File: src/rtl/ars_pkg.sv
package ars_pkg;
    typedef enum logic [2:0] {
        S_HOLD = 3'd0,
        S_STBY = 3'd1,
        S_WCLK = 3'd2,
        S_INIT = 3'd3,
        S_RAMP = 3'd4,
        S_RUN  = 3'd5
    } seq_state_t;

    localparam int VOL_W         = 8;
    localparam int RATIO_W       = 10;
    localparam int DEEMPH_W      = 2;
    localparam int DC_W          = 16;
    localparam int RATIO_DEFAULT = 256;
endpackage

File: src/rtl/ars_reset_sync.sv
module ars_reset_sync #(
    parameter int STAGES = 2
) (
    input  logic clk,
    input  logic rst_n,
    output logic rst_sync_n
);
    logic [STAGES-1:0] chain_q;

    generate
        if (STAGES == 1) begin : g_one
            always_ff @(posedge clk or negedge rst_n) begin
                if (!rst_n) chain_q <= '0;
                else        chain_q <= 1'b1;
            end
        end else begin : g_many
            always_ff @(posedge clk or negedge rst_n) begin
                if (!rst_n) chain_q <= '0;
                else        chain_q <= {chain_q[STAGES-2:0], 1'b1};
            end
        end
    endgenerate

    assign rst_sync_n = chain_q[STAGES-1];

    AST_SYNC_LOW_IN_RESET: assert property (@(posedge clk) !rst_n |-> !rst_sync_n)
        else $error("sync reset high during reset");
endmodule

File: src/rtl/ars_clk_monitor.sv
module ars_clk_monitor #(
    parameter int TIMEOUT = 32
) (
    input  logic clk,
    input  logic rst_n,
    input  logic mclk_i,
    output logic rise_o,
    output logic alive_o
);
    localparam int CNT_W = $clog2(TIMEOUT + 1);

    logic [2:0]       smp_q;
    logic [CNT_W-1:0] idle_q;
    logic             alive_q;

    assign rise_o  = smp_q[1] & ~smp_q[2];
    assign alive_o = alive_q;

    always_ff @(posedge clk or negedge rst_n) begin
        if (!rst_n) begin
            smp_q   <= '0;
            idle_q  <= '0;
            alive_q <= 1'b0;
        end else begin
            smp_q <= {smp_q[1:0], mclk_i};
            if (rise_o) begin
                idle_q  <= '0;
                alive_q <= 1'b1;
            end else if (idle_q == CNT_W'(TIMEOUT - 1)) begin
                alive_q <= 1'b0;
            end else begin
                idle_q <= idle_q + 1'b1;
            end
        end
    end

    AST_ALIVE_NEEDS_EDGE: assert property (@(posedge clk) disable iff (!rst_n)
        $rose(alive_q) |-> $past(rise_o))
        else $error("clock declared live without an edge");
    AST_TIMEOUT_KILLS: assert property (@(posedge clk) disable iff (!rst_n)
        (!rise_o && idle_q == CNT_W'(TIMEOUT - 1)) |=> !alive_q)
        else $error("clock kept live past timeout");
endmodule

File: src/rtl/ars_fsm.sv
module ars_fsm
    import ars_pkg::*;
#(
    parameter int INIT_EDGES = 110592
) (
    input  logic clk,
    input  logic rst_n,
    input  logic pwr_up_i,
    input  logic alive_i,
    input  logic rise_i,
    input  logic ramp_done_i,
    output logic running_o,
    output logic ramp_req_o,
    output logic hold_o,
    output logic cfg_load_o
);
    localparam int CNT_W = $clog2(INIT_EDGES + 1);

    seq_state_t       state_q, state_d;
    logic [CNT_W-1:0] edge_q;

    always_ff @(posedge clk or negedge rst_n) begin
        if (!rst_n) begin
            state_q <= S_HOLD;
            edge_q  <= '0;
        end else begin
            state_q <= state_d;
            if (state_q != S_INIT) edge_q <= '0;
            else if (rise_i)       edge_q <= edge_q + 1'b1;
        end
    end

    always_comb begin
        state_d = state_q;
        unique case (state_q)
            S_HOLD: begin
                if (!pwr_up_i)     state_d = S_STBY;
                else if (!alive_i) state_d = S_WCLK;
                else               state_d = S_INIT;
            end
            S_STBY: begin
                if (pwr_up_i) state_d = alive_i ? S_INIT : S_WCLK;
            end
            S_WCLK: begin
                if (!pwr_up_i)    state_d = S_STBY;
                else if (alive_i) state_d = S_INIT;
            end
            S_INIT: begin
                if (!pwr_up_i)     state_d = S_STBY;
                else if (!alive_i) state_d = S_WCLK;
                else if (rise_i && edge_q == CNT_W'(INIT_EDGES - 1))
                                   state_d = S_RAMP;
            end
            S_RAMP: begin
                if (!pwr_up_i)       state_d = S_STBY;
                else if (ramp_done_i) state_d = S_RUN;
            end
            S_RUN: begin
                if (!pwr_up_i) state_d = S_STBY;
            end
            default: state_d = S_HOLD;
        endcase
    end

    always_comb begin
        running_o  = (state_q == S_RAMP) || (state_q == S_RUN);
        ramp_req_o = (state_q == S_RAMP);
        hold_o     = (state_q == S_HOLD);
        cfg_load_o = (state_q == S_INIT);
    end

    AST_RAMP_FROM_INIT: assert property (@(posedge clk) disable iff (!rst_n)
        $rose(state_q == S_RAMP) |-> $past(state_q == S_INIT && rise_i))
        else $error("ramp entered without a counted edge");
    AST_RAMP_HELD: assert property (@(posedge clk) disable iff (!rst_n)
        (state_q == S_RAMP && pwr_up_i && !ramp_done_i) |=> state_q == S_RAMP)
        else $error("ramp request dropped early");
    AST_WAIT_NO_INIT: assert property (@(posedge clk) disable iff (!rst_n)
        (state_q == S_WCLK && !alive_i) |=> state_q != S_INIT)
        else $error("init started on dead clock");
    AST_LOSS_RESTARTS: assert property (@(posedge clk) disable iff (!rst_n)
        (state_q == S_INIT && pwr_up_i && !alive_i) |=> state_q == S_WCLK)
        else $error("init kept running on dead clock");
    AST_PWRDN_STBY: assert property (@(posedge clk) disable iff (!rst_n)
        (!pwr_up_i && state_q != S_HOLD) |=> state_q == S_STBY)
        else $error("power-down ignored");
endmodule

File: src/rtl/ars_defaults.sv
module ars_defaults
    import ars_pkg::*;
#(
    parameter int NCH      = 6,
    parameter int DLY_W    = 8,
    parameter int DLY_STEP = 16
) (
    input  logic                   clk,
    input  logic                   rst_n,
    input  logic                   cfg_load_i,
    input  logic                   ms_sel_i,
    output logic [VOL_W-1:0]       vol_o,
    output logic [RATIO_W-1:0]     ratio_o,
    output logic                   master_o,
    output logic                   automute_o,
    output logic [DEEMPH_W-1:0]    deemph_o,
    output logic [DC_W-1:0]        dc_ofs_o,
    output logic [NCH*DLY_W-1:0]   ch_delay_o
);
    always_ff @(posedge clk or negedge rst_n) begin
        if (!rst_n) begin
            vol_o      <= '0;
            ratio_o    <= RATIO_W'(RATIO_DEFAULT);
            master_o   <= 1'b0;
            automute_o <= 1'b1;
            deemph_o   <= '0;
            dc_ofs_o   <= '0;
        end else if (cfg_load_i) begin
            vol_o      <= '0;
            ratio_o    <= RATIO_W'(RATIO_DEFAULT);
            master_o   <= ms_sel_i;
            automute_o <= 1'b1;
            deemph_o   <= '0;
            dc_ofs_o   <= '0;
        end
    end

    generate
        for (genvar ch = 0; ch < NCH; ch++) begin : g_dly
            localparam logic [DLY_W-1:0] DLY_INIT = DLY_W'(ch * DLY_STEP);
            always_ff @(posedge clk or negedge rst_n) begin
                if (!rst_n)          ch_delay_o[ch*DLY_W +: DLY_W] <= DLY_INIT;
                else if (cfg_load_i) ch_delay_o[ch*DLY_W +: DLY_W] <= DLY_INIT;
            end
        end
    endgenerate

    AST_MODE_CAPTURE: assert property (@(posedge clk) disable iff (!rst_n)
        cfg_load_i |=> master_o == $past(ms_sel_i))
        else $error("mode not captured");
endmodule

File: src/rtl/audio_rst_seq.sv
module audio_rst_seq
    import ars_pkg::*;
#(
    parameter int NCH        = 6,
    parameter int INIT_EDGES = 110592,
    parameter int TIMEOUT    = 32,
    parameter int DLY_STEP   = 16,
    parameter int DLY_W      = 8
) (
    input  logic                 clk,
    input  logic                 rst_n,
    input  logic                 pwr_up_i,
    input  logic                 ms_sel_i,
    input  logic                 mclk_i,
    input  logic                 ramp_done_i,
    input  logic                 clip_i,
    input  logic [NCH-1:0]       pwm_p_i,
    input  logic [NCH-1:0]       pwm_m_i,
    output logic [NCH-1:0]       valid_o,
    output logic [NCH-1:0]       pwm_p_o,
    output logic [NCH-1:0]       pwm_m_o,
    output logic                 mclk_o,
    output logic                 clip_o,
    output logic                 hard_mute_o,
    output logic                 vol_full_atten_o,
    output logic                 bus_ignore_o,
    output logic                 ser_clk_low_o,
    output logic                 ser_clk_en_o,
    output logic                 ramp_req_o,
    output logic [VOL_W-1:0]     cfg_vol_o,
    output logic [RATIO_W-1:0]   cfg_ratio_o,
    output logic                 cfg_master_o,
    output logic                 cfg_automute_o,
    output logic [DEEMPH_W-1:0]  cfg_deemph_o,
    output logic [DC_W-1:0]      cfg_dc_ofs_o,
    output logic [NCH*DLY_W-1:0] cfg_ch_delay_o
);
    logic rst_sync_n, mclk_rise, mclk_alive;
    logic running, ramp_req, hold, cfg_load, live;

    ars_reset_sync #(.STAGES(2)) u_sync (
        .clk(clk), .rst_n(rst_n), .rst_sync_n(rst_sync_n));

    ars_clk_monitor #(.TIMEOUT(TIMEOUT)) u_mon (
        .clk(clk), .rst_n(rst_sync_n), .mclk_i(mclk_i),
        .rise_o(mclk_rise), .alive_o(mclk_alive));

    ars_fsm #(.INIT_EDGES(INIT_EDGES)) u_fsm (
        .clk(clk), .rst_n(rst_sync_n), .pwr_up_i(pwr_up_i),
        .alive_i(mclk_alive), .rise_i(mclk_rise), .ramp_done_i(ramp_done_i),
        .running_o(running), .ramp_req_o(ramp_req), .hold_o(hold),
        .cfg_load_o(cfg_load));

    ars_defaults #(.NCH(NCH), .DLY_W(DLY_W), .DLY_STEP(DLY_STEP)) u_cfg (
        .clk(clk), .rst_n(rst_sync_n), .cfg_load_i(cfg_load), .ms_sel_i(ms_sel_i),
        .vol_o(cfg_vol_o), .ratio_o(cfg_ratio_o), .master_o(cfg_master_o),
        .automute_o(cfg_automute_o), .deemph_o(cfg_deemph_o),
        .dc_ofs_o(cfg_dc_ofs_o), .ch_delay_o(cfg_ch_delay_o));

    assign live             = rst_n & running;
    assign valid_o          = {NCH{live}};
    assign pwm_p_o          = live ? pwm_p_i : '0;
    assign pwm_m_o          = live ? pwm_m_i : '0;
    assign mclk_o           = rst_n & mclk_i;
    assign clip_o           = ~rst_n | clip_i;
    assign hard_mute_o      = ~live;
    assign vol_full_atten_o = ~rst_n | hold;
    assign bus_ignore_o     = ~rst_n | hold;
    assign ser_clk_low_o    = ~rst_n & ms_sel_i;
    assign ser_clk_en_o     = live & cfg_master_o;
    assign ramp_req_o       = rst_n & ramp_req;

    AST_RST_PINS_SAFE: assert property (@(posedge clk)
        !rst_n |-> (valid_o == '0 && pwm_p_o == '0 && pwm_m_o == '0 && !mclk_o && clip_o))
        else $error("unsafe pins in reset");
    AST_RST_SILENT: assert property (@(posedge clk)
        !rst_n |-> (hard_mute_o && vol_full_atten_o && bus_ignore_o && !ramp_req_o))
        else $error("not silent in reset");
    AST_RST_SERCLK: assert property (@(posedge clk)
        !rst_n |-> (ser_clk_low_o == ms_sel_i && !ser_clk_en_o))
        else $error("serial clock pins wrong in reset");
endmodule

File: config.mk
export PLATFORM = sky130hd
export DESIGN_NAME = audio_rst_seq
export DESIGN_NICKNAME = d
export VERILOG_FILES = /design/src/rtl/ars_pkg.sv /design/src/rtl/ars_reset_sync.sv /design/src/rtl/ars_clk_monitor.sv /design/src/rtl/ars_fsm.sv /design/src/rtl/ars_defaults.sv /design/src/rtl/audio_rst_seq.sv
export SDC_FILE = /design/constraint.sdc
export NUM_CORES = 1
export LEC_CHECK = 0
export BUFFER_PORTS_ARGS = -buffer_cell sky130_fd_sc_hd__clkbuf_2
export CAP_MARGIN = 5
export CELL_PAD_IN_SITES_DETAIL_PLACEMENT = 0
export CELL_PAD_IN_SITES_GLOBAL_PLACEMENT = 1
export CORE_UTILIZATION = 25
export DETAILED_ROUTE_END_ITERATION = 8
export PLACE_DENSITY_LB_ADDON = 0.1
export SYNTH_ARGS = -nofsm -noshare
export SYNTH_HDL_FRONTEND = slang
export SYNTH_HIERARCHICAL = 1
export SYNTH_SLANG_ARGS = --single-unit
File: constraint.sdc
create_clock -name clk -period 1.5 [get_ports clk]
set_input_delay 0.15 -clock clk [delete_from_list [all_inputs] [get_ports clk]]
set_output_delay 0.15 -clock clk [all_outputs]
set_load 0.03 [all_outputs]
==> metrics.yaml <==
status:
  outcome: "complete, but fails checks"
  violations: "negative setup slack"
global_route:
  grt_start_max_net_pins: 22
  grt_antenna_before_repair: 0
  wire_length_of_the_first_global_routing_pass_um: 7196
  globalRouteOverflowTotal: 0
  grt_usage_pct: 9.209
  first_global_vias: 1460
setup_path:
  timing.critical_path.to_type: "output pin"
  worstSetupStartpointType: "flip-flop"
  timing.critical_path.fanout_max: 8
  rrSetupSlack_ps: 70
  worst_path_largest_cell_delay_ps: 390
  cpLargestDelayFamily: "simple AND/OR/NAND/NOR gates"
  worstPathRequired_ps: 1350
  critical_path_cell_by_cell: "nor2b_4 -> buf_6 -> nor2b_1 -> and2_1 -> clkbuf_8"
  worst-setup-path-type: "flip-flop to output pin"
  r2r_start: "u_mon/smp_q[2]$_DFF_PN0_"
  critical_path.n_buffers_inverters: 2
  critical_path.reg2reg.endpoint: "u_fsm/edge_q[11]$_DFFE_PN0P_"
  slowest_stage: "sky130_fd_sc_hd__dfrtp_1"
  reg2regPathDepth: 6
  worst_ep_arrival_time_ps: 1360
synth:
  postSynthAreaPerCell_um2: 9.183
  synth-async-reset-ratio_pct: 100.0
  seq_total_area_yosys_pct: 34.32
  mappedNetlistArea_um2: 2406
  postSynth.topFlopCell: "sky130_fd_sc_hd__dfrtp_1"
  synth_enable_flop_cells: 0
  netlist-cell-type-count: 45
  synth-seq-cells: 33
  netlist_instances: 262
  synth-warning-count: 6
timing:
  final.min_clock_period_ps: 1509
  timing.final.ws_setup_ps: -8.851
  fin_hold_viols: 0
  post-route-period-util_pct: 100.6
  setup_repair_after_global_routing_missed_its_margin: "yes"
  timing.clock.skew_ps: 4.684
  slew_viols_final: 0
  setup-violations-final: 1
  clock.fmax_mhz: 662.8
pwr:
  cellPowerDensity_nw_per_um2: 777.0
  vdd.ir_drop.worst_mv: 0.2595
  report.power.total_uw: 2175
  leakage_uw: 0.001456
cells_and_area:
  diodes: 0
  drive_above_1_share_pct: 31.46
  mostFrequentLayoutCell: "sky130_fd_sc_hd__conb_1"
  final_net_count: 341
  ff_latch_area_um2: 825.8
  final_cell_area_um2: 2799
  multiInputGateArea_um2: 1251
  commonest_cells_after_routing_fill_and_taps_aside: "sky130_fd_sc_hd__conb_1 (86), sky130_fd_sc_hd__dfrtp_1 (33), sky130_fd_sc_hd__clkbuf_2 (26)"
  n_fill_cell: 994
  area_growth_pct: 16.33
die:
  number_of_top_level_pins: 131
  die_h_um: 100.1
  floorplan.core_area_um2: 9284
  die_w_um: 100.1
  floorplan.die_area_um2: 10020
  std_cell_rows: 35
  starting_density_of_the_core_pct: 25.92
clocking:
  number_of_cts_inserted_buffers: 5
  htreeDepth: 2
  numClockSinks: 33
  clock_insertion_delay_worst_skew_ps: 290
  ctsLongestPathBuffers: 2
  cts_tree: "done"
  root_buffer: "sky130_fd_sc_hd__clkbuf_8"
  cts.clk_slew.worst_paths_ps: 70
min_path:
  worstHoldPathCells: 2
  holdCritStartpoint: "ms_sel_i"
  min-delay-path-class: "input port to flip-flop"
  sink_of_the_worst_hold_path: "u_cfg/master_o$_DFFE_PN0P_"
detailed_routing:
  post_drt_wl_per_cell_um: 10.13
  dr.first_iter.drc_count: 30
  drc: 0
  via_count: 1688
  drt.antenna.violating_nets: 0
  viasPerCell: 3.751
  first_pass_iters: 4
  drt_wl_total_um: 4559
place:
  port_buffers: 45
  cell_area_after_placement_um2: 2492
  routabilityCongestion: 0.7179
  hpwlAfterDp_um: 3229
run:
  cap_viol_max_count: 0
[repair_timing]
| item | CTS | global route |
|---|---|---|
| hold buffers | 2 | 0 |
| gates resized for setup | 18 | 41 |
| setup buffers | 1 | 4 |
| hold endpoints to repair | 3 | 0 |
| pin swaps | 0 | 5 |
| setup endpoints to repair | 23 | 31 |
[cells by family after synthesis]
group                    after synthesis  share of synthesized area [%]
AO/OA/AOI/OAI                         24                          6.188
XOR/XNOR                              11                          4.004
adder cells (fa/ha/maj)                2                          1.040
buffers and inverters                101                          30.94
flip-flops                            33                          34.32
multiplexers                           3                          1.456
other                                  3                         0.4680
AND/OR/NAND/NOR                       85                          21.58
[cells in the mapped netlist, drive strengths merged (3+ instances only)]
library cell	n	area share, %
a21oi	4	0.83
a31oi	3	0.78
and2	3	0.83
and3	18	5.1
and4	3	1.1
buf	96	30
clkbuf	3	0.57
conb	3	0.47
dfrtp	33	34
nand2	11	1.7
nand2b	4	1.0
nand3	6	1.8
nand4	7	2.3
nor2	14	2.2
nor2b	3	0.78
nor3	5	1.0
nor4	3	0.78
o21ai	9	1.9
or3	3	0.78
xnor2	6	2.2
xor2	5	1.8
[final cells by class]
class | count | share of cell area (%)
Multi-Input combinational cell | 211 | 44.70
Inverter | 2 | 0.4470
Clock buffer | 6 | 2.593
Clock inverter | 2 | 0.3576
Timing Repair Buffer | 67 | 16.63
Sequential cell | 33 | 29.50
Tap cell | 129 | 5.767
[per-layer routing]
| layer | track usage (%) | up-vias | wire, um | part of all wire [%] |
|---|---|---|---|---|
| li1 | - | 819 | - | - |
| met1 | 11.39 | 779 | 2031 | 45 |
| met2 | 15.33 | 82 | 2179 | 48 |
| met3 | 2.368 | 8 | 278 | 6.1 |
| met4 | 3.679 | 0 | 70 | 1.5 |
| met5 | 0 | - | 0 | 0 |
[worst reg2reg max path, stage by stage (launching register included)]
cell                       delay [ps]
sky130_fd_sc_hd__dfrtp_1          360
sky130_fd_sc_hd__nand2b_4         150
sky130_fd_sc_hd__clkinv_4          60
sky130_fd_sc_hd__and4_4           220
sky130_fd_sc_hd__nand3_4          100
sky130_fd_sc_hd__or4_1            410
sky130_fd_sc_hd__nand2_1           80
[state kept, by name, indices dropped and copies added (netlist names)]
| signal | flops |
|---|---|
| u_sync/chain_q | 2 |
| u_cfg/master_o | 1 |
| u_fsm/edge_q | 17 |
| u_mon/idle_q | 6 |
| u_mon/smp_q | 3 |
| u_fsm/state_q | 3 |
| u_mon/alive_o | 1 |
[worst max-delay path by stage]
stage / start / end / slack (ps) / cells past startpoint
final: u_fsm/state_q[2]$_DFFE_PN0P_ / ramp_req_o / -9 / 5
after global routing: u_fsm/state_q[2]$_DFFE_PN0P_ / ramp_req_o / -70 / 5
after CTS: u_fsm/state_q[2]$_DFFE_PN0P_ / ramp_req_o / -20 / 5
after detailed placement: u_fsm/edge_q[0]$_DFFE_PN0P_ / u_fsm/edge_q[14]$_DFFE_PN0P_ / -1 / 5
after global placement: u_mon/smp_q[2]$_DFF_PN0_ / u_fsm/edge_q[14]$_DFFE_PN0P_ / -20 / 6
after floorplan: u_mon/smp_q[2]$_DFF_PN0_ / u_fsm/edge_q[11]$_DFFE_PN0P_ / 20 / 7
[metrics by stage]
step	worst slack, ps	util (%)	hold slack (ps)	instances	TNS [ps]
6_report	-8.851	30.15	113.2	450	-8.851
5_1_grt	-73.23	30.15	113.7	450	-810.5
4_1_cts	-22.87	28.87	103.8	446	-47.66
2_1_floorplan	19.67	-	-145.6	345	0
3_3_place_gp	-17.16	26.85	70.09	435	-17.16
3_5_place_dp	-1.482	26.85	68.27	435	-1.482
[power by group]
part	switching [uW]	leakage [uW]	internal (uW)
logic	407	0.000982	112
registers	55.7	0.000428	942
clock network	337	0.0000450	322
total	800	0.00146	1370
No activity file was read; power rests on OpenSTA's default activity.
